$ cat src/rtl/cmp_evt_pkg.sv
package cmp_evt_pkg;

  localparam int REG_W     = 8;
  localparam int BIT_LEVEL = 5;
  localparam int BIT_FLAG  = 4;
  localparam int BIT_IEN   = 3;
  localparam int BIT_CAP   = 2;

  typedef enum logic [1:0] {
    MODE_ANY  = 2'b00,
    MODE_RSVD = 2'b01,
    MODE_FALL = 2'b10,
    MODE_RISE = 2'b11
  } evtMode_t;

  // control -> datapath
  typedef struct packed {
    logic     capEn;
    evtMode_t mode;
  } dpCtrl_t;

  // datapath -> control
  typedef struct packed {
    logic evt;
    logic level;
  } dpStat_t;

endpackage

$ cat src/rtl/cmp_evt_datapath.sv
module cmp_evt_datapath
  import cmp_evt_pkg::*;
#(
  parameter int SYNC_STAGES = 2
) (
  input  logic    clk,
  input  logic    rstN,
  input  logic    cmpIn,
  input  dpCtrl_t ctrl,
  output dpStat_t stat,
  output logic    capTrig
);

  logic [SYNC_STAGES-1:0] syncPipe;
  logic                   levelDly;
  logic                   level;
  logic                   rose;
  logic                   fell;

  generate
    for (genvar s = 0; s < SYNC_STAGES; s++) begin : gStage
      if (s == 0) begin : gFirst
        always_ff @(posedge clk or negedge rstN) begin
          if (!rstN) syncPipe[0] <= 1'b0;
          else       syncPipe[0] <= cmpIn;
        end
      end else begin : gNext
        always_ff @(posedge clk or negedge rstN) begin
          if (!rstN) syncPipe[s] <= 1'b0;
          else       syncPipe[s] <= syncPipe[s-1];
        end
      end
    end
  endgenerate

  assign level = syncPipe[SYNC_STAGES-1];

  always_ff @(posedge clk or negedge rstN) begin
    if (!rstN) levelDly <= 1'b0;
    else       levelDly <= level;
  end

  assign rose = level & ~levelDly;
  assign fell = ~level & levelDly;

  always_comb begin
    unique case (ctrl.mode)
      MODE_ANY:  stat.evt = rose | fell;
      MODE_FALL: stat.evt = fell;
      MODE_RISE: stat.evt = rose;
      default:   stat.evt = 1'b0;
    endcase
  end

  assign stat.level = level;
  assign capTrig    = ctrl.capEn & level;

  AST_RSVD_SILENT: assert property (@(posedge clk) disable iff (!rstN)
    (ctrl.mode == MODE_RSVD) |-> !stat.evt);

  AST_LEVEL_LAG: assert property (@(posedge clk) disable iff (!rstN)
    (levelDly != level) |=> (levelDly == $past(level)));

endmodule

$ cat src/rtl/cmp_evt_ctrl.sv
module cmp_evt_ctrl
  import cmp_evt_pkg::*;
(
  input  logic             clk,
  input  logic             rstN,
  input  logic             wrEn,
  input  logic [REG_W-1:0] wrData,
  input  logic             rdEn,
  output logic [REG_W-1:0] rdData,
  input  logic             globalIe,
  input  logic             intAck,
  input  dpStat_t          stat,
  output dpCtrl_t          ctrl,
  output logic             irqReq
);

  logic     flag;
  logic     irqEn;
  logic     capEn;
  evtMode_t mode;
  logic     swClear;
  logic     anyClear;

  assign swClear  = wrEn & wrData[BIT_FLAG];
  assign anyClear = swClear | intAck;

  always_ff @(posedge clk or negedge rstN) begin
    if (!rstN) begin
      irqEn <= 1'b0;
      capEn <= 1'b0;
      mode  <= MODE_ANY;
    end else if (wrEn) begin
      irqEn <= wrData[BIT_IEN];
      capEn <= wrData[BIT_CAP];
      mode  <= evtMode_t'(wrData[1:0]);
    end
  end

  // event has priority over either clear path
  always_ff @(posedge clk or negedge rstN) begin
    if (!rstN)         flag <= 1'b0;
    else if (stat.evt) flag <= 1'b1;
    else if (anyClear) flag <= 1'b0;
  end

  assign ctrl.capEn = capEn;
  assign ctrl.mode  = mode;
  assign irqReq     = flag & irqEn & globalIe;

  always_comb begin
    rdData = '0;
    if (rdEn) begin
      rdData[BIT_LEVEL] = stat.level;
      rdData[BIT_FLAG]  = flag;
      rdData[BIT_IEN]   = irqEn;
      rdData[BIT_CAP]   = capEn;
      rdData[1:0]       = mode;
    end
  end

  AST_SET_WINS: assert property (@(posedge clk) disable iff (!rstN)
    stat.evt |=> flag);

  AST_ACK_CLEARS: assert property (@(posedge clk) disable iff (!rstN)
    (intAck && !stat.evt) |=> !flag);

  AST_W1C_CLEARS: assert property (@(posedge clk) disable iff (!rstN)
    (wrEn && wrData[BIT_FLAG] && !stat.evt) |=> !flag);

  AST_FLAG_HOLD: assert property (@(posedge clk) disable iff (!rstN)
    (!stat.evt && !intAck && !(wrEn && wrData[BIT_FLAG])) |=> $stable(flag));

endmodule

$ cat src/rtl/cmp_evt_irq.sv
module cmp_evt_irq
  import cmp_evt_pkg::*;
#(
  parameter int SYNC_STAGES = 2
) (
  input  logic       clk,
  input  logic       rstN,
  input  logic       cmpIn,
  input  logic       wrEn,
  input  logic [7:0] wrData,
  input  logic       rdEn,
  output logic [7:0] rdData,
  input  logic       globalIe,
  input  logic       intAck,
  output logic       irqReq,
  output logic       capTrig
);

  dpCtrl_t dpCtrl;
  dpStat_t dpStat;

  cmp_evt_datapath #(.SYNC_STAGES(SYNC_STAGES)) uDp (
    .clk     (clk),
    .rstN    (rstN),
    .cmpIn   (cmpIn),
    .ctrl    (dpCtrl),
    .stat    (dpStat),
    .capTrig (capTrig)
  );

  cmp_evt_ctrl uCtrl (
    .clk      (clk),
    .rstN     (rstN),
    .wrEn     (wrEn),
    .wrData   (wrData),
    .rdEn     (rdEn),
    .rdData   (rdData),
    .globalIe (globalIe),
    .intAck   (intAck),
    .stat     (dpStat),
    .ctrl     (dpCtrl),
    .irqReq   (irqReq)
  );

  AST_IRQ_NEEDS_GIE: assert property (@(posedge clk) disable iff (!rstN)
    irqReq |-> globalIe);

  AST_CAP_NEEDS_EN: assert property (@(posedge clk) disable iff (!rstN)
    capTrig |-> dpCtrl.capEn);

endmodule

$ cat config.mk
export PLATFORM = sky130hd
export DESIGN_NAME = cmp_evt_irq
export DESIGN_NICKNAME = d
export VERILOG_FILES = /design/src/rtl/cmp_evt_pkg.sv /design/src/rtl/cmp_evt_datapath.sv /design/src/rtl/cmp_evt_ctrl.sv /design/src/rtl/cmp_evt_irq.sv
export SDC_FILE = /design/constraint.sdc
export NUM_CORES = 1
export LEC_CHECK = 0
export ABC_CLOCK_PERIOD_IN_PS = 1800
export BUFFER_PORTS_ARGS = -buffer_cell sky130_fd_sc_hd__buf_2
export CORE_AREA = 2 2 39 41
export DETAILED_ROUTE_END_ITERATION = 6
export DIE_AREA = 0 0 41 43
export GPL_TIMING_DRIVEN = 0
export HOLD_SLACK_MARGIN = 0.12
export SLEW_MARGIN = 10
export SYNTH_ARGS = -nofsm -noshare
export SYNTH_HDL_FRONTEND = slang
export SYNTH_SLANG_ARGS = --single-unit
$ cat constraint.sdc
create_clock -name clk -period 1.8 [get_ports clk]
set_clock_uncertainty 0.15 [all_clocks]
set_input_delay 0.36 -clock clk [delete_from_list [all_inputs] [get_ports clk]]
set_output_delay 0.36 -clock clk [all_outputs]
set_load 0.01 [all_outputs]
# [After elaboration in Yosys (flattened, before gate mapping)]
# Index checks and enable logic that the tools add are counted.
[op_classes] n_addsub=0 n_mul=0 div=0 n_lt_le_gt_ge=0 eq_ne=2 n_shift=0 muxes=4 n_bitwise=10 n_reduce_logical=2
[op_table] op="1-bit bitwise AND" n=6
[op_table] op="6-bit two-way mux" n=1
[op_table] op="2-bit == test (second input constant)" n=2
[op_table] op="1-bit case mux with 3 select lines" n=1
[op_table] op="2-bit logical NOT" n=1
[op_table] op="1-bit two-way mux" n=2
[op_table] op="1-bit NOT" n=2
[op_table] op="1-bit OR" n=2
[op_table] op="2-bit nonzero test" n=1
[word_totals] regBits=8 latchBits=0 ramBits=0 rom_bits=0 inputBits=15 output_inout_bits=10 word_cells=25 memories=0

# [Depth between registers and ports, before layout]
# Gate-level depths: netlist (run 1).
[depth] depth_word=5 depth_mapped=5 mapped_depth_nobuf=5

# [Cells and area by module]
# Synthesis (run 1) repeated with hierarchy kept, for this count alone.
[unflattened] hier_cells=36 hier_area_um2=415.4
[modules_own_cells] module="cmp_evt_ctrl" n_inst=1 cells_each=23 area_per_inst_um2=256.5 seq_area_each_um2=125.1
[modules_own_cells] module="cmp_evt_datapath" n_inst=1 cells_each=13 area_per_inst_um2=158.9 seq_area_each_um2=75.1

# [Least setup slack after synthesis (run 1)]
# Ideal clock, no wire load.
[synth_path] kind="register to register" from="reg uDp.syncPipe[1] (netlist: uDp.level)" to="reg uCtrl.flag" setup_ps=134 t_arrival_ps=991 required_ps=1516 slack_ps=525 stages_incl_launch_ff=5 path_buffers=0 period_less_slack_ps=1275 path_cell_list="dfrtp_1 -> ha_1 -> mux2_1 -> nand2_1 -> o311ai_1"
[synth_via] elab_chain_cells=5 elab_cells_between_ends=7 cone_classes="2 x mux; 4 x bitwise; 1 x reduce/logical"
[synth_rtl] element="start: declaration" line_no="cmp_evt_datapath.sv:14" rtl="logic [SYNC_STAGES-1:0] syncPipe;"
[synth_rtl] element="start signal: indexed assignment" line_no="cmp_evt_datapath.sv:30" rtl="else syncPipe[s] <= syncPipe[s-1];"
[synth_rtl] element="1-bit NOT" line_no="cmp_evt_datapath.sv:44" rtl="assign fell = ~level & levelDly;"
[synth_rtl] element="1-bit bitwise AND" line_no="cmp_evt_datapath.sv:44"
[synth_rtl] element="1-bit OR" line_no="cmp_evt_datapath.sv:48" rtl="MODE_ANY: stat.evt = rose | fell;"
[synth_rtl] element="1-bit case mux with 3 select lines *" line_no="cmp_evt_datapath.sv:47" rtl="unique case (ctrl.mode)"
[synth_rtl] element="1-bit two-way mux / 2-bit nonzero test (equally long branches)"
[synth_rtl] element="end signal: assignment" line_no="cmp_evt_ctrl.sv:41" rtl="if (!rstN) flag <= 1'b0;"
[synth_rtl] element="end signal: assignment" line_no="cmp_evt_ctrl.sv:42" rtl="else if (stat.evt) flag <= 1'b1;"
[synth_rtl] element="end signal: assignment" line_no="cmp_evt_ctrl.sv:43" rtl="else if (anyClear) flag <= 1'b0;"
[synth_rtl] element="end: declaration" line_no="cmp_evt_ctrl.sv:17" rtl="logic flag;"
# Every way passes the cells marked *; elsewhere a longest branch is shown, timed or not.
# A chain may end at the register's enable or synchronous reset.

# [Final worst setup path (run 1)]
[layout_path] from="reg uCtrl.mode[0]" to="out rdData[0]"
[layout_via] elab_chain_cells=1
[layout_rtl] element="start: declaration" line_no="cmp_evt_ctrl.sv:20" rtl="evtMode_t mode;"
[layout_rtl] element="start signal: assignment" line_no="cmp_evt_ctrl.sv:35" rtl="mode <= evtMode_t'(wrData[1:0]);"
[layout_rtl] element="6-bit two-way mux" line_no="cmp_evt_ctrl.sv:52" rtl="if (rdEn) begin"
[layout_rtl] element="end: declaration" line_no="cmp_evt_irq.sv:12" rtl="output logic [7:0] rdData,"
# No other way between the ends.

==> out/metrics.cfg, run 1 <==
[outcome]
outcome=complete, no violations

[floorplanning]
dieWidth_microns=41
rows=14
initial_core_util_pct=27.7
die-area_sq_um=1760
io_pins=25
core-area_sq_um=1380
die_h_microns=43

[power_and_ir_drop]
p_seq_share_pct=50.5
leakage_nw=0.296
p_per_area_nw_per_um2=759
p_sw_share_pct=23.8
switchingPower_mw=0.0985
clkPwrFrac_pct=31.6
peakVddDrop_mv=0.310
power.share.combinational_pct=17.8
power.internal_mw=0.314

[logic_synthesis]
syn-instance-count=32
synth-seq-area-share_pct=52.3
synth_seq_cells=8
avgSynthCellArea_sq_um=12.0
synth_cell_types=12
synth-warning-count=0
synthesis.area_sq_um=383

[final_layout]
drive_above_1_share_pct=43.9
fin_area_sq_um=544
fill_cells=158
finalNetCount=76
final_common_cell=buf_2
area_growth_pct=42.2
mostFrequentLayoutCells=buf_2, dfrtp_1, and2_1, mux2_1, clkbuf_4
multi_input_area_sq_um=164
seq_area_sq_um=200
n_antenna_cell=0

[timing]
finalCritPeriodShare_pct=82.6
finalHoldViolations=0
post-route-min-period_ps=1490
setup-violations-final=0
fmax_mhz=673
rsz0062_at_grt=no
finalSetupTns_ps=0
drv_slew=0

[clock_network]
cts_setup_buffers=0
cts.sinks=8
cts_buffers=3
cts_tree=yes
clk_latency_ps=240
root_buffer=clkbuf_4
cts.htree.levels=1
ctsLongestPathBuffers=2
clkSlewWorstSetupHoldPaths_ps=50

[routing]
firstDrtPassIters=4
vias=298
wl_per_cell_microns=9.11
ant_nets=0
via_per_inst=4.08
drt-total-wl_microns=665
post-route-drc-count=0
drt_iter0_markers=1

[critical_path]
worstSetupPathType=reg2out
worstPathMaxFanout=4
worst_ep_arrival_time_ps=980
start_kind=flop
worstSetupEndpointType=output port
worstPathRequired_ps=1290

[global_routing]
grt-ovfl-total=0
grt_pass1_wl_mm=1.15
grt_usage_pct=9.98
grt_pass1_vias=278
grt_max_degree=9
antenna_found_initial=0

[worst_hold_path]
min_path_type=in2reg

[place]
gp_routability_congestion=0.716
io_buffers=19
placed_area_sq_um=502

[run]
drv_cap=0

-- power by group through the flow --
stage          logic (mW)  registers (mW)  clock network [mW]
6_report           0.0737           0.208               0.131
5_1_grt            0.0830           0.212               0.145
4_1_cts            0.0754           0.209               0.138
3_5_place_dp       0.0718           0.212                   0
3_3_place_gp       0.0703           0.211                   0
2_1_floorplan      0.0393           0.208                   0
-- registers in the layout (all words and copies together), names as in the netlist --
signal        count
uCtrl.mode        2
uCtrl.capEn       1
uCtrl.flag        1
uCtrl.irqEn       1
uDp.level         1
uDp.levelDly      1
uDp.syncPipe      1
-- layout make-up --
cell class                      count  area share, %
Buffer                              2           2.76
Tap cell                           16           3.68
Sequential cell                     8           36.8
Clock buffer                        3           4.14
Multi-Input combinational cell     21           30.1
Inverter                            2           1.38
Timing Repair Buffer               21           21.1
-- through the flow --
stage	util, %	cells	power (mW)	hold WS [ps]	setup WS, ps
global route	39.3	73	0.440	174	260
floorplan	-	33	0.247	-85.6	525
finish	39.3	73	0.413	172	313
global placement	36.3	68	0.282	58.7	467
detailed placement	36.3	68	0.284	57.0	439
CTS	39.3	73	0.422	166	295
-- cells in the mapped netlist --
master / instances / area (sq um)
dfrtp_1: 8 / 200
and2_1: 6 / 37.5
mux2_1: 5 / 56.3
buf_4: 2 / 15.0
ha_1: 2 / 25.0
inv_1: 2 / 7.51
nand2_1: 2 / 7.51
and2_2: 1 / 7.51
and3_1: 1 / 6.26
conb_1: 1 / 3.75
nand3b_1: 1 / 7.51
o311ai_1: 1 / 8.76
-- critical path, cell delays in order, from the launching register on --
cell     delay [ps]
dfrtp_1         400
and2_2          200
buf_2           130
-- kinds of logic (layout without fill, tap and decap cells) --
kind of cell,after synthesis,after routing,synth area share [%]
mux,5,5,14.7
other cells,1,2,0.979
simple gates,11,11,17.3
flops,8,8,52.3
fa+ha+maj,2,2,6.53
buf+inv,4,28,5.88
compound gates,1,1,2.29
-- metal layers --
layer	part of all wire, %	global-route usage [%]
met4	0	10.0
met1	44	12.8
met2	49	13.1
met5	0	0
met3	6.6	1.57
-- path summary, 6_finish.rpt --
kind	depth (start not counted)	end	from	slack [ps]
worst max-delay path	2	rdData[0]	uCtrl.mode[0]	310
worst min-delay path	2	uCtrl.irqEn	wrData[3]	170
worst max register to register	5	uCtrl.flag	uDp.level	460
worst min register to register	0	uDp.level	uDp.syncPipe[0]	200
max in group asynchronous	2	uDp.level	rstN	1010
min in group asynchronous	2	uCtrl.mode[1]	rstN	320
-- timing repair --
action                                 CTS  global route
hold buffers                             2             0
endpoints found under the hold margin    9             0
gates resized for setup                  0             0
(Power assumes the default switching activity.)
==> run 2, diff against run 1 <==
ABC_CLOCK_PERIOD_IN_PS = 1300   (was 1800)
clock period = 1.3 ns   (was 1.8 ns; I/O delays follow)
==> run 2 against run 1 <==
The flow now finishes with violations (setup timing). Total power increased by 46%. Sequential power increased by 37%. Clock power increased by 37%. Non-clock buffer count increased by 7. Sequential share of layout area decreased by 4.5 points. Largest cell class unchanged. Largest power group unchanged.
==> out/metrics.cfg, run 2 (same netlist as run 1, synthesis figures left out) <==
[outcome]
outcome=complete, but fails checks
failed_checks=setup timing

[routing]
post-route-drc-count=0  ; unchanged
firstDrtPassIters=2  ; -2
drt-total-wl_microns=750  ; +13%
via_per_inst=4.08  ; -0.18%
ant_nets=0  ; unchanged
wl_per_cell_microns=9.38  ; +2.9%
drt_iter0_markers=1  ; unchanged
vias=326  ; +9.4%

[clock_network]
ctsLongestPathBuffers=2  ; unchanged
cts_tree=yes
clk_latency_ps=240  ; about the same
cts_buffers=3  ; unchanged
cts.htree.levels=1  ; unchanged
cts.sinks=8  ; unchanged
root_buffer=clkbuf_4
clkSlewWorstSetupHoldPaths_ps=50  ; about the same

[timing]
post-route-min-period_ps=1350
drv_slew=0  ; unchanged
fmax_mhz=740
finalSetupTns_ps=-114  ; -114 ps
finalHoldViolations=0  ; unchanged
finalCritPeriodShare_pct=104
rsz0062_at_grt=yes
setup_ws_ps=-51.3  ; -364 ps
setup-violations-final=4  ; +4
fin_hold_ws_ps=164  ; -8.15 ps

[critical_path]
r2r-start=uDp.level
worstPathRequired_ps=890  ; -400 ps
worstSetupPathType=reg2out
worst_ep_arrival_time_ps=940  ; -40 ps
r2r_end=uCtrl.flag
rr_worst_depth=4  ; -1
worstPathMaxFanout=5  ; +1
crit_start=uDp.level
max_stage_delay_ps=410  ; about the same
rrSetupSlack_ps=10  ; -450 ps
cp_slowest_cell=dfrtp_1
worstSetupEndpointType=output port
cp-endpoint=capTrig
start_kind=flop
path_cells=and2_1 > buf_2

[worst_hold_path]
worstHoldStart=intAck
min_path_type=in2reg

[final_layout]
area_growth_pct=62.1
seq_area_sq_um=200  ; unchanged
mostFrequentLayoutCells=buf_2, dfrtp_1, and2_1, dlygate4sd3_1, buf_4
top_register=uCtrl.mode
layoutNonFillerInstCount=80  ; +9.6%
drive_above_1_share_pct=46.9  ; +3.0 points
finalNetCount=83  ; +9.2%
fin_area_sq_um=621  ; +14%
n_antenna_cell=0  ; unchanged
fill_cells=143  ; -9.5%
multi_input_area_sq_um=171  ; +4.6%
final_common_cell=buf_2
largest_reg_flops=2  ; unchanged

[place]
io_buffers=19  ; unchanged
placed_cells=68  ; unchanged
gp_routability_congestion=0.716  ; unchanged
placed_area_sq_um=502  ; unchanged

[global_routing]
grt_pass1_wl_mm=1.27  ; +11%
grt_usage_pct=11.0  ; +1.0 points
antenna_found_initial=0  ; unchanged
grt-ovfl-total=0  ; unchanged
grt_pass1_vias=312  ; +12%
grt_max_degree=9  ; unchanged

[floorplanning]
die-area_sq_um=1760  ; unchanged
initial_core_util_pct=27.7  ; unchanged
io_pins=25  ; unchanged
core-area_sq_um=1380  ; unchanged
die_h_microns=43  ; unchanged
rows=14  ; unchanged
dieWidth_microns=41  ; unchanged

[power_and_ir_drop]
power_mw=0.602  ; +46%
p_per_area_nw_per_um2=970  ; +28%
peakVddDrop_mv=0.511  ; +65%
leakage_nw=0.331  ; +12%

[run]
drv_cap=0  ; unchanged

-- run 2: changes by cell type in the layout (fill, tap and decap cells not counted), sizes merged --
cell         change
buf              +3
dlygate4sd3      +4
-- run 2: layer usage --
layer	vias up	share of wire, %	global-route usage, %
met4	0	0	10.0
met5	-	0	0
met1	145	44	13.8
met2	13	51	15.3
met3	0	5.2	1.57
li1	168	-	-
-- run 2: worst min path at each step --
stage / cells after the start / endpoint / slack [ps]
detailed placement: 1 / uCtrl.mode[1] / -40
floorplan: 0 / uCtrl.capEn / -190
global route: 3 / uCtrl.flag / 180
finish: 3 / uCtrl.flag / 160
global placement: 1 / uCtrl.mode[1] / -40
CTS: 3 / uCtrl.flag / 160
-- run 2: worst max-delay path, delay by kind of cell (launching register included) --
| kind | cells | cell delay [ps] |
|---|---|---|
| DFF | 1 | 410 |
| and+or+nand+nor | 1 | 160 |
| buffers and inverters | 1 | 140 |
-- run 2: repair_timing --
| item | CTS | global route |
|---|---|---|
| setup buffers | 2 | 1 |
| hold buffers | 6 | 0 |
| gates resized for setup | 4 | 0 |
| pin swaps | 5 | 1 |
| endpoints found under the setup margin | 9 | 9 |
| endpoints found under the hold margin | 13 | 0 |
-- run 2: power by group --
| group | internal, mW | leakage (nW) | switching (mW) | total (mW) |
|---|---|---|---|---|
| sequential | 0.272 | 0.0942 | 0.0127 | 0.285 |
| combinational | 0.0838 | 0.223 | 0.0543 | 0.138 |
| clock | 0.105 | 0.0138 | 0.0738 | 0.179 |
-- run 2: final cells by class --
type	instances	area share, %
clock buffers	3	3.63
well taps	16	3.23
inverters	2	1.21
flip-flops and latches	8	32.3
repair buffers	28	29.6
multi-input cells	21	27.6
plain buffers	2	2.42
-- run 2: stage by stage --
| stage | worst slack [ps] | utilization, % |
|---|---|---|
| 5_1_grt | -90.8 | 44.8 |
| 4_1_cts | -76.5 | 44.3 |
| 2_1_floorplan | 25.0 | - |
| 6_report | -51.3 | 44.8 |
| 3_3_place_gp | -32.8 | 36.3 |
| 3_5_place_dp | -61.0 | 36.3 |
==> run 3, diff against run 2 <==
ABC_CLOCK_PERIOD_IN_PS = 1500   (was 1300)
clock period = 1.5 ns   (was 1.3 ns; I/O delays follow)
==> run 3 against run 2 <==
The flow now finishes without violations. Critical endpoint is now rdData[0]. Clock power is 12% lower. Die area stayed put. Critical path type unchanged. Sequential cell count stayed put.
==> out/metrics.cfg, run 3 (same netlist as run 1, synthesis figures left out) <==
[outcome]
outcome=complete, no violations

[global_routing]
antenna_found_initial=0  ; unchanged
grt_max_degree=9  ; unchanged
grt-ovfl-total=0  ; unchanged
grt_pass1_wl_mm=1.22  ; -3.8%
grt_pass1_vias=299  ; -4.2%
grt_usage_pct=10.6  ; -0.41 points

[run]
drv_cap=0  ; unchanged

[worst_hold_path]
worstHoldStart=intAck
min_path_type=in2reg

[timing]
fmax_mhz=701
finalCritPeriodShare_pct=95.1
finalSetupTns_ps=0  ; +114 ps
setup-violations-final=0  ; -4
rsz0062_at_grt=no
post-route-min-period_ps=1430
drv_slew=0  ; unchanged
finalHoldViolations=0  ; unchanged

[clock_network]
cts_resized=0  ; -4
cts.htree.levels=1  ; unchanged
cts.sinks=8  ; unchanged
ctsLongestPathBuffers=2  ; unchanged
holdBufCountCts=6  ; unchanged
cts_buffers=3  ; unchanged
root_buffer=clkbuf_4
cts_tree=yes
clk_latency_ps=240  ; about the same
clkSlewWorstSetupHoldPaths_ps=50  ; about the same
cts_setup_buffers=0  ; -2

[critical_path]
worstSetupPathType=reg2out
r2r-start=uDp.level
start_kind=flop
worstPathRequired_ps=1050  ; +160 ps
crit_start=uCtrl.mode[0]
worstPathMaxFanout=4  ; -1
worstSetupEndpointType=output port
worst_ep_arrival_time_ps=980  ; +40 ps

[place]
io_buffers=19  ; unchanged
gp_routability_congestion=0.716  ; unchanged

[final_layout]
largest_reg_flops=2  ; unchanged
n_antenna_cell=0  ; unchanged
finalNetCount=80  ; -3.6%
drive_above_1_share_pct=41.0  ; -5.9 points
final_common_cell=buf_2
post-route-util_pct=42.2  ; -2.6 points
mostFrequentLayoutCells=buf_2, dfrtp_1, and2_1, dlygate4sd3_1, mux2_1
top_register=uCtrl.mode
area_growth_pct=52.6

[routing]
drt_iter0_markers=0  ; -1
firstDrtPassIters=1  ; -1
via_per_inst=4.06  ; -0.25%
ant_nets=0  ; unchanged
post-route-drc-count=0  ; unchanged
drt-total-wl_microns=729  ; -2.8%
vias=313  ; -4.0%
wl_per_cell_microns=9.47  ; +0.99%

[power_and_ir_drop]
leakage_nw=0.313  ; -5.5%
p_per_area_nw_per_um2=862  ; -11%
peakVddDrop_mv=0.373  ; -27%

[floorplanning]
io_pins=25  ; unchanged
initial_core_util_pct=27.7  ; unchanged
die_h_microns=43  ; unchanged
die-area_sq_um=1760  ; unchanged
core-area_sq_um=1380  ; unchanged
dieWidth_microns=41  ; unchanged
rows=14  ; unchanged

run 3: final cells by class:
cell class | instances | area (sq um)
Buffer | 2 | 15.0
Clock buffer | 3 | 22.5
Fill cell | 153 | 800
Inverter | 2 | 7.51
Multi-Input combinational cell | 21 | 164
Sequential cell | 8 | 200
Tap cell | 16 | 20.0
Timing Repair Buffer | 25 | 155
run 3: report_power, final:
group	total, mW	internal, mW	switching (mW)
Combinational	0.0966	0.0569	0.0397
Clock	0.157	0.0910	0.0656
Sequential	0.250	0.236	0.0140
run 3: per-stage QoR:
stage / power [mW] / hold slack, ps / instances / area, sq um / setup WS, ps
after floorplan: 0.296 / -146 / 33 / 387 / 225
after global placement: 0.338 / -1.25 / 68 / 502 / 167
final: 0.503 / 194 / 77 / 584 / 73.3
after global routing: 0.536 / 216 / 77 / 584 / 20.3
after detailed placement: 0.340 / -3.00 / 68 / 502 / 139
after CTS: 0.515 / 190 / 77 / 584 / 54.6
run 3: worst paths after layout:
check	to	slack, ps	depth (start not counted)
max	rdData[0]	70	2
min	uCtrl.flag	190	3
max reg2reg	uCtrl.flag	160	5
min reg2reg	uDp.level	200	0
max in group asynchronous	uDp.level	770	2
min in group asynchronous	uCtrl.mode[1]	270	2
run 3: metal layers:
layer	routed length, microns	GRT usage [%]	share of wire (%)
met1	309	12.8	42
met5	0	0	0
met3	42	1.57	5.8
met2	377	15.0	52
met4	0	10.0	0
run 3: critical path: stages (launching register included):
cell and delay [ps]:
dfrtp_1 400, and2_2 200, buf_2 130
